--- config.mk ---
export PLATFORM = sky130hd
export DESIGN_NAME = tx_frame_seq
export DESIGN_NICKNAME = d
export VERILOG_FILES = /design/src/rtl/txfs_pkg.sv /design/src/rtl/txfs_link_timer.sv /design/src/rtl/txfs_seq.sv /design/src/rtl/txfs_line_out.sv /design/src/rtl/tx_frame_seq.sv
export SDC_FILE = /design/constraint.sdc
export NUM_CORES = 1
export LEC_CHECK = 0
export BUFFER_PORTS_ARGS = -buffer_cell sky130_fd_sc_hd__buf_2
export CORE_MARGIN = 2
export CORE_UTILIZATION = 35
export CTS_CLUSTER_DIAMETER = 40
export DETAILED_ROUTE_END_ITERATION = 10
export SYNTH_ARGS = -nofsm -noshare
export SYNTH_HDL_FRONTEND = slang
export SYNTH_SLANG_ARGS = --single-unit
--- constraint.sdc ---
create_clock -name clk -period 3.25 [get_ports clk]
set_clock_uncertainty 0.2 [all_clocks]
set_input_delay 0.325 -clock clk [delete_from_list [all_inputs] [get_ports clk]]
set_output_delay 0.325 -clock clk [all_outputs]
set_load 0.01 [all_outputs]
--- src/rtl/txfs_pkg.sv ---
package txfs_pkg;

  typedef enum logic [1:0] {
    ST_IDLE = 2'd0,
    ST_DATA = 2'd1,
    ST_SOI  = 2'd2,
    ST_LINK = 2'd3
  } txfs_state_e;

  // Manchester half-cell value: first half carries the inverse, second the bit
  function automatic logic manch_half(input logic bit_v, input logic second_half);
    return second_half ? bit_v : ~bit_v;
  endfunction

  // Loopback is allowed only for packet data with no fault condition
  function automatic logic loop_allowed(input txfs_state_e st, input logic coll,
                                        input logic lfail);
    return (st == ST_DATA) && !coll && !lfail;
  endfunction

  // Cycles of a link interval
  function automatic int unsigned link_period(input int unsigned div,
                                              input int unsigned ticks);
    return div * ticks;
  endfunction

endpackage

--- src/rtl/txfs_link_timer.sv ---
module txfs_link_timer #(
  parameter int unsigned TICK_DIV   = 20000,
  parameter int unsigned LINK_TICKS = 16
) (
  input  logic clk,
  input  logic rst_n,
  input  logic take,
  output logic pending,
  output logic expire
);
  localparam int unsigned PW = (TICK_DIV   > 1) ? $clog2(TICK_DIV)   : 1;
  localparam int unsigned TW = (LINK_TICKS > 1) ? $clog2(LINK_TICKS) : 1;
  localparam logic [PW-1:0] PRE_LAST  = PW'(TICK_DIV - 1);
  localparam logic [TW-1:0] TICK_LAST = TW'(LINK_TICKS - 1);

  logic [PW-1:0] pre_q;
  logic [TW-1:0] tick_q;
  logic          tick_ev;

  assign tick_ev = (pre_q == PRE_LAST);
  assign expire  = tick_ev && (tick_q == TICK_LAST);

  always_ff @(posedge clk) begin
    if (!rst_n) begin
      pre_q <= '0;
    end else if (tick_ev) begin
      pre_q <= '0;
    end else begin
      pre_q <= pre_q + 1'b1;
    end
  end

  always_ff @(posedge clk) begin
    if (!rst_n) begin
      tick_q <= '0;
    end else if (tick_ev) begin
      if (tick_q == TICK_LAST) tick_q <= '0;
      else                     tick_q <= tick_q + 1'b1;
    end
  end

  // expiry wins over a same-cycle take, so no interval is lost
  always_ff @(posedge clk) begin
    if (!rst_n)      pending <= 1'b0;
    else if (expire) pending <= 1'b1;
    else if (take)   pending <= 1'b0;
  end

  AST_PEND_HOLD: assert property (@(posedge clk) disable iff (!rst_n)
    (pending && !take) |=> pending);
  AST_EXPIRE_SETS: assert property (@(posedge clk) disable iff (!rst_n)
    expire |=> pending);

endmodule

--- src/rtl/txfs_seq.sv ---
module txfs_seq
  import txfs_pkg::*;
#(
  parameter int unsigned SOI_BITS    = 3,
  parameter int unsigned LINK_HALVES = 2
) (
  input  logic        clk,
  input  logic        rst_n,
  input  logic        tx_en,
  input  logic        tx_data,
  input  logic        pend,
  output txfs_state_e st,
  output logic        ph,
  output logic        cur_bit,
  output logic        link_take,
  output logic        cell_end,
  output logic        pkt_start
);
  localparam int unsigned SOI_HALVES = SOI_BITS * 2;
  localparam int unsigned CMAX = (SOI_HALVES > LINK_HALVES) ? SOI_HALVES : LINK_HALVES;
  localparam int unsigned CW   = $clog2(CMAX + 1);
  localparam logic [CW-1:0] SOI_LOAD  = CW'(SOI_HALVES - 1);
  localparam logic [CW-1:0] LINK_LOAD = CW'(LINK_HALVES - 1);

  txfs_state_e   st_q, st_d;
  logic          ph_d, bit_d;
  logic [CW-1:0] cnt_q, cnt_d;
  logic          cnt_zero;

  assign st        = st_q;
  assign cnt_zero  = (cnt_q == '0);
  assign cell_end  = (st_q == ST_DATA) && ph;
  assign pkt_start = (st_q == ST_IDLE) && tx_en;
  assign link_take = (st_q == ST_IDLE) && !tx_en && pend;

  always_comb begin
    st_d  = st_q;
    ph_d  = ph;
    bit_d = cur_bit;
    cnt_d = cnt_q;
    unique case (st_q)
      ST_IDLE: begin
        if (pkt_start) begin
          st_d  = ST_DATA;
          bit_d = tx_data;
          ph_d  = 1'b0;
        end else if (link_take) begin
          st_d  = ST_LINK;
          cnt_d = LINK_LOAD;
        end
      end
      ST_DATA: begin
        if (!ph) begin
          ph_d = 1'b1;
        end else if (tx_en) begin
          ph_d  = 1'b0;
          bit_d = tx_data;
        end else begin
          st_d  = ST_SOI;
          ph_d  = 1'b0;
          cnt_d = SOI_LOAD;
        end
      end
      ST_SOI, ST_LINK: begin
        if (cnt_zero) st_d = ST_IDLE;
        else          cnt_d = cnt_q - 1'b1;
      end
      default: st_d = ST_IDLE;
    endcase
  end

  always_ff @(posedge clk) begin
    if (!rst_n) begin
      st_q    <= ST_IDLE;
      ph      <= 1'b0;
      cur_bit <= 1'b0;
      cnt_q   <= '0;
    end else begin
      st_q    <= st_d;
      ph      <= ph_d;
      cur_bit <= bit_d;
      cnt_q   <= cnt_d;
    end
  end

  AST_TX_PRIORITY: assert property (@(posedge clk) disable iff (!rst_n)
    (st_q == ST_IDLE && tx_en) |=> (st_q == ST_DATA));
  AST_SOI_AFTER_DATA: assert property (@(posedge clk) disable iff (!rst_n)
    (st_q == ST_SOI && $past(st_q) != ST_SOI) |-> ($past(st_q) == ST_DATA));
  AST_LINK_FROM_IDLE: assert property (@(posedge clk) disable iff (!rst_n)
    (st_q == ST_LINK && $past(st_q) != ST_LINK) |-> ($past(st_q) == ST_IDLE));

endmodule

--- src/rtl/txfs_line_out.sv ---
module txfs_line_out
  import txfs_pkg::*;
(
  input  logic        clk,
  input  logic        rst_n,
  input  txfs_state_e st,
  input  logic        ph,
  input  logic        cur_bit,
  input  logic        coll_i,
  input  logic        link_fail_i,
  output logic        line_out,
  output logic        line_active,
  output logic        loop_out
);
  logic data_v;

  always_comb begin
    unique case (st)
      ST_DATA:          data_v = manch_half(cur_bit, ph);
      ST_SOI, ST_LINK:  data_v = 1'b1;
      default:          data_v = 1'b0;
    endcase
  end

  assign line_out    = data_v;
  assign line_active = (st != ST_IDLE);
  assign loop_out    = loop_allowed(st, coll_i, link_fail_i) ? data_v : 1'b0;

  AST_MID_TOGGLE: assert property (@(posedge clk) disable iff (!rst_n)
    (st == ST_DATA && !ph) |=> (line_out != $past(line_out)));
  AST_IDLE_LOW: assert property (@(posedge clk) disable iff (!rst_n)
    !line_active |-> !line_out);
  AST_LOOP_MUTE: assert property (@(posedge clk) disable iff (!rst_n)
    (coll_i || link_fail_i) |-> !loop_out);

endmodule

--- src/rtl/tx_frame_seq.sv ---
module tx_frame_seq
  import txfs_pkg::*;
#(
  parameter int unsigned TICK_DIV    = 20000,
  parameter int unsigned LINK_TICKS  = 16,
  parameter int unsigned SOI_BITS    = 3,
  parameter int unsigned LINK_HALVES = 2
) (
  input  logic clk,
  input  logic rst_n,
  input  logic tx_en,
  input  logic tx_data,
  input  logic coll_i,
  input  logic link_fail_i,
  output logic line_out,
  output logic line_active,
  output logic loop_out
);
  txfs_state_e st;
  logic ph, cur_bit, link_take, cell_end, pkt_start, pend, expire;

  txfs_link_timer #(.TICK_DIV(TICK_DIV), .LINK_TICKS(LINK_TICKS)) u_timer (
    .clk(clk), .rst_n(rst_n), .take(link_take), .pending(pend), .expire(expire)
  );

  txfs_seq #(.SOI_BITS(SOI_BITS), .LINK_HALVES(LINK_HALVES)) u_seq (
    .clk(clk), .rst_n(rst_n), .tx_en(tx_en), .tx_data(tx_data), .pend(pend),
    .st(st), .ph(ph), .cur_bit(cur_bit), .link_take(link_take),
    .cell_end(cell_end), .pkt_start(pkt_start)
  );

  txfs_line_out u_line (
    .clk(clk), .rst_n(rst_n), .st(st), .ph(ph), .cur_bit(cur_bit),
    .coll_i(coll_i), .link_fail_i(link_fail_i),
    .line_out(line_out), .line_active(line_active), .loop_out(loop_out)
  );

  AST_START_FIRST_HALF: assert property (@(posedge clk) disable iff (!rst_n)
    pkt_start |=> (line_active && line_out == !$past(tx_data)));
  AST_CELL_END_NEXT: assert property (@(posedge clk) disable iff (!rst_n)
    (cell_end && tx_en) |=> (line_out == !$past(tx_data)));
  AST_ACTIVE_ON_EXPIRE_IDLE: assert property (@(posedge clk) disable iff (!rst_n)
    (expire && !line_active && !tx_en) |=> (!line_active || line_out));

endmodule

# ---- After elaboration in Yosys (flattened, before gate mapping)
# Index checks and enable logic that the tools add are counted.
dict set report classes {
  n_reduce_logical 20
  n_lt_le_gt_ge 0
  n_eq_ne 14
  shift 0
  bitwise_logic 2
  div_mod_pow 0
  addsub 3
  mul 0
  n_mux 25
}
# op count
set op_table {}
lappend op_table {{$ne 2x2->1 const B} 8}
lappend op_table {{$add 15x1->15 const B} 1}
lappend op_table {{$eq 15x15->1 const B} 1}
lappend op_table {{$mux 3} 5}
lappend op_table {{$mux 2} 5}
lappend op_table {{$mux 1} 9}
lappend op_table {{$pmux 3 s3} 1}
lappend op_table {{$reduce_and 4->1} 2}
lappend op_table {{$logic_and 1x1->1} 6}
lappend op_table {{$pmux 1 s2} 3}
lappend op_table {{$pmux 2 s3} 1}
lappend op_table {{$reduce_bool 2->1} 3}
lappend op_table {{$reduce_and 5->1} 1}
lappend op_table {{$add 4x1->4 const B} 1}
lappend op_table {{$eq 2x2->1 const B} 2}
lappend op_table {{$eq 4x4->1 const B} 1}
lappend op_table {{$mux 4} 1}
lappend op_table {{$reduce_or 2->1} 2}
lappend op_table {{$logic_not 1->1} 3}
lappend op_table {{$logic_not 3->1} 1}
lappend op_table {{$ne 3x3->1 const B} 1}
lappend op_table {{$sub 3x1->3 const B} 1}
lappend op_table {{$eq 2x1->1 const B} 1}
lappend op_table {{$logic_not 2->1} 1}
lappend op_table {{2 further kinds} 3}
dict set report totals {
  latchBits 0
  out_inout_bits 3
  inputBits 6
  ff_bits 27
  wordCells 71
  rom_bits 0
  ram_bits 0
  n_memories 0
}

# ---- Depth between registers and ports, before layout
# Gate-level depths: netlist of the first run.
dict set report depth {
  word_depth 6
  depth_mapped 7
  mapped_depth_nobuf 6
}

# ---- Cells and area by module
# A second synthesis of the first run with hierarchy kept.
dict set report unflattened {
  cells_unflattened 147
  hier_area_um2 1321.3
}
# mod cells_each area_each_um2 instances seq_area_each_um2
set by_module_without_submodules {}
lappend by_module_without_submodules {txfs_link_timer 98 873.3 1 400.4}
lappend by_module_without_submodules {txfs_seq 43 405.4 1 140.1}
lappend by_module_without_submodules {txfs_line_out 6 42.5 1 0.0}

# ---- Worst setup path after synthesis of the first run
# No wires, ideal clock.
dict set report synth_timing {
  path_type {reg2reg}
  start {reg u_timer.pre_q[12]}
  end {reg u_timer.tick_q[0]}
  period_less_slack_ns 2.202
  path_slack_ns 1.048
  arrival_ns 1.932
  setup_time_ns 0.071
  n_path_buf 1
  stages_incl_launch_ff 6
  path_cell_list {dfxtp_1 > or4_1 > or4_4 > buf_6 > or3b_1 > a21oi_1}
}
dict set report synth_between {
  elab_chain_len 1
}
# item line
set synth_lines {}
lappend synth_lines {{start: declaration} txfs_link_timer.sv:16} ;# logic [PW-1:0] pre_q;
lappend synth_lines {{start signal: assignment} txfs_link_timer.sv:29} ;# pre_q <= pre_q + 1'b1;
lappend synth_lines {{$eq 15x15->1} txfs_link_timer.sv:20} ;# assign tick_ev = (pre_q == PRE_LAST);
lappend synth_lines {{end signal: assignment} txfs_link_timer.sv:38} ;# else tick_q <= tick_q + 1'b1;
lappend synth_lines {{end: declaration} txfs_link_timer.sv:17} ;# logic [TW-1:0] tick_q;
# No other way between the ends.
# A chain may end at the register's enable or synchronous reset.

# ---- Worst setup path after layout of the first run
dict set report layout_timing {
  start {reg u_timer.pre_q[12]}
  end {reg u_timer.pre_q[11]}
}
dict set report layout_between {
  elab_chain_len 2
}
# item line
set layout_lines {}
lappend layout_lines {{$eq 15x15->1} txfs_link_timer.sv:20}
lappend layout_lines {{$reduce_or 2->1 (no source line)} --}
# No other way between the ends.

==> results.txt, run 1 <==
- The die is 64.8 um tall.
* Portion of netlist area occupied by mux cells: 3.19%
* Final weighted congestion of routability-driven global placement: 0.750
- FP Rows: 22
* Area fraction in compound gates after synthesis: 9.10%
- After synthesis, the largest family of logic cells by area is simple AND/OR/NAND/NOR gates.
* Share of layout cells above drive strength 1: 11.5%
- Maximum cell stage delay along the critical path: 0.59 ns
- Worst slew slack as a fraction of its limit: 72.1%
- The HPWL after detailed placement is 1.74 mm.
- Count of cells resized by post-cts repair: 0
- No sink is reached through more buffers than the 2 on the longest clock path.
- Antenna diode count: 0
* Via/cell ratio: 4.99
- Setup repair after global routing missed its margin: no
- Buffers inserted to repair hold after CTS numbered 0.
- The final number of hold-violating endpoints is 0.
- The first detailed-routing pass ran for 4 iterations.
- Post-DR wirelength/cell: 11.2 um
- The critical path goes through or4_1, or4_4, nand2_1, nor2_1.
- Total of endpoints with negative setup slack in the final report: 0
* Slowest cell on the critical path: or4_4
- Vias post-DR: 1022
- Non-filler cells in the finished layout: 205
* Number of antenna violations at the first check in global routing: 0
* IO Port Bufs: 8
* Final #Nets: 168
- Floorplan Core Area: 3610 sq um
- Predominant post-synthesis flop cell: dfxtp_1
- STA classifies the critical path endpoint as a flip-flop.
* Setup TNS: 0 ns
- Classification of the worst setup path: flip-flop to flip-flop
* Clock sink total: 27
* Proportion of register bits with asynchronous set or reset after synthesis: 0%
- Path category of the worst min-delay check: input pin to flip-flop
- In the global route stage, overall resource usage came out at 12.5%.
- Along the worst path, the maximum fanout reaches 13.
- The first global-routing pass estimated 4.16 mm of wire.
- The die is 64.8 um wide.
* Critical Path Source Type: flip-flop
* Simple-gate area share of the yosys netlist: 28.4%
- Syn Inst Count: 150
- CTS built an H-tree with a depth of 1.
* Average cell area after synthesis: 8.62 sq um
- Fmax: 449 MHz
- Number of global-route vias before repair: 994
- For the pin with the worst max-slew slack, the measured transition is 0.417 ns.
- Starting density of the core: 35.8%
- The die covers 4200 sq um.
- Net Count, Synth: 160
* Hold WS: 0.0850 ns
* Arr. time, crit path: 2.18 ns
* Post-CTS repair timing setup buffer count: 0
- Pin count of the biggest net entering global routing: 16
- After detailed placement, the design holds a cell count of 201.
* Fin crit period: 2.23 ns
- Once detail routing completed, the nets flagged for antenna violations numbered 0.
* Crit-path leading delay family: simple AND/OR/NAND/NOR gates
- Netlist cell types: 38
- Number of buffers added by the clock tree synthesis step: 3
- Leakage power: 0.512 nW
* Remaining global-route overflow: 0
- Across the run, the number of max-cap violations was 0.
- Total power after layout: 0.576 mW
- Clock-pin slew was measured on the worst setup and hold paths at 0.09 ns.
- Power density of the placed cells: 408 nW/um^2
* Sequential area share after synthesis: 41.8%
- Post-synthesis adder-cell area fraction: 3.87%
- Final cycle utilization of the critical path: 68.5%
* Synthesized cell area: 1290 sq um
* Count of flip-flops with a built-in enable after synthesis: 0
- Clock tree from TritonCTS: built
- Flip-flop and latch count after synthesis: 27
- The detailed router finished its first iteration with 36 violations.
* Area added between synthesis and finish: 9.20%
* Combined buffer and inverter count along the critical path: 0
- Number of synthesis warnings: 0
- STA puts the critical path data required time at 3.20 ns.
- For this run, design rule violations remaining after detail routing come to 0.
* WL final: 2.29 mm
- VDD sags by at most 144 uV.
- Outcome: finished, final reports clean
- Library cell used as clock root buffer: clkbuf_8
- Latest clock arrival within the worst-skew pair: 0.27 ns
* Synthesized-area fraction occupied by xor and xnor cells: 9.49%
- Number of pins exceeding their max-slew limit in the final report: 0
- For this design the top-level I/O count stands at 9.
## final timing paths
kind,from,to,slack [ns],cells after the start
hold / removal,tx_data,u_seq.cur_bit,0.09,3
hold reg to reg,u_seq.cnt_q[0],u_seq.cnt_q[0],0.27,1
setup / recovery,u_timer.pre_q[12],u_timer.pre_q[11],1.02,4
setup reg to reg,u_timer.pre_q[12],u_timer.pre_q[11],1.02,4
## final cells by class
class	instances	area [sq um]
Clock inverter	1	5.00
Fill cell	381	2190
Clock buffer	3	41.3
Inverter	7	26.3
Sequential cell	27	541
Tap cell	48	60.1
Timing Repair Buffer	8	40.0
Multi-Input combinational cell	111	698
## stage by stage
step | util [%] | cell area, sq um | worst slack (ns)
after floorplan | - | 1290 | 1.05
after global placement | 37.9 | 1370 | 1.07
after detailed placement | 37.9 | 1370 | 1.02
after CTS | 39.1 | 1410 | 1.01
after global routing | 39.1 | 1410 | 0.925
final | 39.1 | 1410 | 1.02
## per-layer routing
metal	vias to the layer above	global-route usage [%]	wire (um)
met5	-	0	0
met4	0	7.98	52
met3	4	1.39	28
met2	6	22.2	1120
met1	484	14.1	1090
li1	528	-	-
## Yosys cell counts (2+ instances only)
| cell type | number | area [sq um] |
|---|---|---|
| a21oi_1 | 8 | 40.0 |
| xor2_1 | 2 | 17.5 |
| inv_1 | 7 | 26.3 |
| nand3_1 | 7 | 35.0 |
| nor4_1 | 4 | 25.0 |
| mux2i_1 | 3 | 30.0 |
| nand2_1 | 5 | 18.8 |
| dfxtp_1 | 27 | 541 |
| nor3_1 | 3 | 15.0 |
| nand4_1 | 3 | 18.8 |
| nand2b_1 | 3 | 18.8 |
| xnor2_1 | 12 | 105 |
| ha_1 | 4 | 50.1 |
| nor2b_1 | 3 | 18.8 |
| nor2_1 | 26 | 97.6 |
| and2_1 | 2 | 12.5 |
| or2_2 | 2 | 12.5 |
| clkbuf_1 | 3 | 11.3 |
| o21ai_0 | 6 | 30.0 |
| or3b_1 | 2 | 17.5 |
## worst register-to-register path: cells and delay by family (launching register included)
kind             cells  cell delay, ns
and+or+nand+nor      4            1.56
DFF                  1            0.35
## sequential cells by signal (all words and copies together), names as in the netlist
signal / cells
u_seq.cur_bit: 1
u_seq.st: 2
u_seq.ph: 1
u_timer.tick_q: 4
u_seq.cnt_q: 3
u_timer.pending: 1
u_timer.pre_q: 15
## cell usage in the layout (no fill, tap or decap), types with 4 or more instances in the layout
cell | synthesis | routed
nor2_1 | 26 | 26
dfxtp_1 | 27 | 27
ha_1 | 4 | 4
inv_1 | 7 | 7
xnor2_1 | 12 | 12
buf_2 | 1 | 8
nor4_1 | 4 | 4
a21oi_1 | 8 | 8
nand2_1 | 5 | 5
o21ai_0 | 6 | 6
nand3_1 | 7 | 7
## cells by family (layout without fill, tap and decap cells)
family | count (synthesis) | count (layout)
AND/OR/NAND/NOR | 69 | 69
flip-flops | 27 | 27
AO/OA/AOI/OAI | 20 | 20
XOR/XNOR | 14 | 14
buffers and inverters | 12 | 19
adder cells (fa/ha/maj) | 4 | 4
multiplexers | 4 | 4
## power by group
part	switching, mW	internal, mW
logic	0.0187	0.0186
registers	0.00946	0.338
clock network	0.106	0.0860
total	0.134	0.442
Note: power is estimated with default switching activity, not from simulation.
==> run 2: changes to the inputs <==
--- a/config.mk
+++ b/config.mk
@@ -5,6 +5,7 @@
 export SDC_FILE = /design/constraint.sdc
 export NUM_CORES = 1
 export LEC_CHECK = 0
+export ABC_AREA = 1
 export BUFFER_PORTS_ARGS = -buffer_cell sky130_fd_sc_hd__buf_2
 export CORE_MARGIN = 2
 export CORE_UTILIZATION = 35
==> constraint.sdc (replaced) <==
create_clock -name clk -period 2.05 [get_ports clk]
set_clock_uncertainty 0.2 [all_clocks]
set_input_delay 0.205 -clock clk [delete_from_list [all_inputs] [get_ports clk]]
set_output_delay 0.205 -clock clk [all_outputs]
set_load 0.01 [all_outputs]
==> run 2 against run 1 <==
Against the previous run: power rose by 77%; critical endpoint is now loop_out; sequential power rose by 62%; count of clock-buffer cells in the layout did not move; routed wire length rose by 26%; die area rose by 12%; synthesized area rose by 13%; via count rose by 33%; worst hold slack got worse by 0.044 ns; highest routed layer unchanged; final cell count rose by 39%.
==> results.txt, run 2 <==
- Count of cells resized by post-cts repair: 0 (unchanged)
- Flip-flop and latch count after synthesis: 27 (unchanged)
- Top register by number of flip-flops: u_timer.pre_q
- Area of the die: 4690 sq um (+12%)
- Post-DR wirelength/cell: 10.1 um (-9.3%)
- DRC errors left: 0 (unchanged)
- Clock transition at the registers of the reported paths: 0.09 ns (about the same)
* Number of buffers added by the clock tree synthesis step: 3 (unchanged)
* Net Count, Synth: 233 (+46%)
* Count of final hold-check violations: 0 (unchanged)
* Vias post-DR: 1362 (+33%)
- The number of detailed-routing iterations run before antenna repair is 4 (unchanged).
* Classification of the worst setup path: flip-flop to primary output
* Final weighted congestion of routability-driven global placement: 0.824 (+9.9%)
- The insertion delay of the later-clocked pin in the worst-skew pair is 0.27 ns (about the same).
- The sequential fraction of the synthesis area is 37.1% (-4.7 points).
- The flow ran to the end, and the final reports show no timing, DRC or antenna violations.
- The number of top-level pins is 9 (unchanged).
* IO Port Bufs: 8 (unchanged)
- The detailed-placement wirelength estimate was 2.20 mm (+26%).
* Iteration-0 DRC Markers: 65 (+81%)
- Predominant post-synthesis flop cell: dfxtp_1
* Data required time of the worst path: 1.64 ns (-1.56 ns)
* Largest voltage drop on the vdd net: 328 uV (+130%)
* Vertical die dimension: 68.5 um (+5.8%)
* Arr. time, crit path: 1.20 ns (-0.98 ns)
- The ratio of cells with drive above 1 in the final layout came to 9.36% (-2.1 points).
- Worst slew pin tran: 0.279 ns (-0.138 ns)
- Setup repair after global routing left no endpoint under its margin.
* Total of endpoints with negative setup slack in the final report: 0 (unchanged)
* Leakage power: 0.614 nW (+20%)
- Fmax: 622 MHz
* Maximum fanout along the worst path: 3 (-10)
* Width of the die: 68.5 um (+5.8%)
- Floorplan Core Area: 4000 sq um (+11%)
- The max-slew violation count came to 0 (unchanged).
- Final cycle utilization of the critical path: 78.4%
* Power density of the placed cells: 637 nW/um^2 (+56%)
* Highest-count cells in the layout ignoring fill and taps: 52 x nand2_1, 39 x nor2_1, 29 x inv_1
- The clock net sink count was 27 (unchanged).
* Antenna diode count: 0 (unchanged)
- The mean cell area of the mapped netlist is 6.53 sq um (-24%).
* WL final: 2.89 mm (+26%)
* Starting density of the core: 36.4% (+0.57 points)
* Setup TNS: 0 ns (unchanged)
- In the final layout, the registers with the most flip-flops are u_timer.pre_q (15), u_timer.tick_q (4), u_seq.cnt_q (3).
- Worst slew slack as a fraction of its limit: 81.3% (+9.2 points)
- The all-layer global routing usage is 14.3% (+1.8 points).
- The count of antenna-violating nets left after detailed routing came to 0 (unchanged).
* Library cell occupying the most area in the post-synthesis netlist: dfxtp_1
- Syn Inst Count: 223 (+49%)
- Wire length of the first global-routing pass: 5.11 mm (+23%)
* Yosys top cell area share: 37.1% (-4.7 points)
- Clock tree from TritonCTS: built
* Netlist cell types: 21 (-45%)
- The post-detailed-route via-to-cell ratio is 4.78 (-4.1%).
- The standard-cell row count was 23 (+4.5%).
- Area added between synthesis and finish: 9.88%
* Fin crit period: 1.61 ns
* Cell with the most instances after synthesis: nand2_1
- Path category of the worst min-delay check: input pin to flip-flop
* Number of antenna violations at the first check in global routing: 0 (unchanged)
- The number of warnings issued by yosys is 0 (unchanged).
- Critical Path Source Type: flip-flop
* Proportion of register bits with asynchronous set or reset after synthesis: 0% (unchanged)
* Count of filler cells inserted in the layout: 437 (+15%)
- Pin count of the biggest net entering global routing: 16 (unchanged)
- Most common library cell in the layout ignoring fill and taps: nand2_1
- The overall overflow remaining after global route is 0 (unchanged).
- Bufs on Longest Clock Path: 2 (unchanged)
* Library cell used as clock root buffer: clkbuf_8
- The share of the core filled with cells in the final layout came to 40.0% (+0.87 points).
- Count of flip-flops with a built-in enable after synthesis: 0 (unchanged)
* Final #Nets: 246 (+46%)
- Synthesized cell area: 1460 sq um (+13%)
- Category of the worst setup path capture point: primary output
- The number of global-route vias before repair was 1198 (+21%).
- Cell types with the largest area share after synthesis: dfxtp_1 37%, nand2_1 13%, nor2_1 10%
- Sorting the synthesized cells by how often they occur yields 52 x nand2_1, 39 x nor2_1, 29 x inv_1.
- The number of flip-flops in the largest register came to 15 (unchanged).
* H-tree depth: 1 (unchanged)
* MaxCap Viol Count: 0 (unchanged)
run 2: worst max-delay path: stages, from the launching register on:
cell,delay [ns]
dfxtp_1,0.36
inv_1,0.06
a21oi_1,0.10
o21ai_0,0.09
nand2_1,0.07
and3_1,0.13
buf_2,0.12
run 2: stage by stage:
stage	setup WS [ns]	cells	total power, mW	area, sq um	hold slack (ns)
final	0.442	285	1.02	1600	0.0415
after global routing	0.230	285	1.08	1600	0.0471
after floorplan	0.555	223	0.688	1460	0.125
after global placement	0.517	280	0.726	1540	0.231
after detailed placement	0.458	280	0.725	1540	0.254
after CTS	0.423	285	1.03	1600	0.0364
run 2: repair_timing:
action	4_1_cts	5_1_grt
setup buffers	0	0
hold buffers	1	0
endpoints found under the hold margin	1	0
run 2: final timing paths:
| check | start | endpoint | slack [ns] | cells after the start |
|---|---|---|---|---|
| min | rst_n | u_seq.cnt_q[1] | 0.04 | 3 |
| min reg2reg | u_timer.pre_q[0] | u_timer.pre_q[0] | 0.26 | 1 |
| max reg2reg | u_timer.pre_q[0] | u_timer.pre_q[6] | 0.46 | 8 |
| max | u_seq.st[0] | loop_out | 0.44 | 6 |
run 2: final cells by class:
| type | count | area, sq um | area share [%] |
|---|---|---|---|
| clock buffer | 3 | 41.3 | 2.58 |
| clock inverter | 1 | 5.00 | 0.313 |
| inverter | 30 | 113 | 7.04 |
| multi-input combinational | 165 | 788 | 49.3 |
| sequential | 27 | 541 | 33.8 |
| tap | 50 | 62.6 | 3.91 |
| timing repair buffer | 9 | 50.0 | 3.13 |
run 2: routing by layer:
| metal | global-route usage, % | vias to the layer above | part of all wire [%] |
|---|---|---|---|
| met2 | 22.2 | 10 | 45 |
| met3 | 1.95 | 4 | 1.5 |
| met4 | 6.75 | 0 | 1.5 |
| li1 | - | 734 | - |
| met1 | 19.5 | 614 | 52 |
| met5 | 0 | - | 0 |
run 2: kinds of logic (layout without fill, tap and decap cells):
family	count (synthesis)	count (layout)	share of synthesized area, %
AND/OR/NAND/NOR	129	129	38.5
buffers and inverters	31	43	8.76
AO/OA/AOI/OAI	28	28	9.79
flip-flops	27	27	37.1
adder cells (fa/ha/maj)	4	4	3.44
XOR/XNOR	4	4	2.41
run 2: where the power goes:
| part | switching (mW) | total, mW | internal (mW) |
|---|---|---|---|
| Clock | 0.169 | 0.306 | 0.136 |
| Sequential | 0.0148 | 0.562 | 0.547 |
| Combinational | 0.0932 | 0.151 | 0.0582 |
| Total | 0.277 | 1.02 | 0.742 |
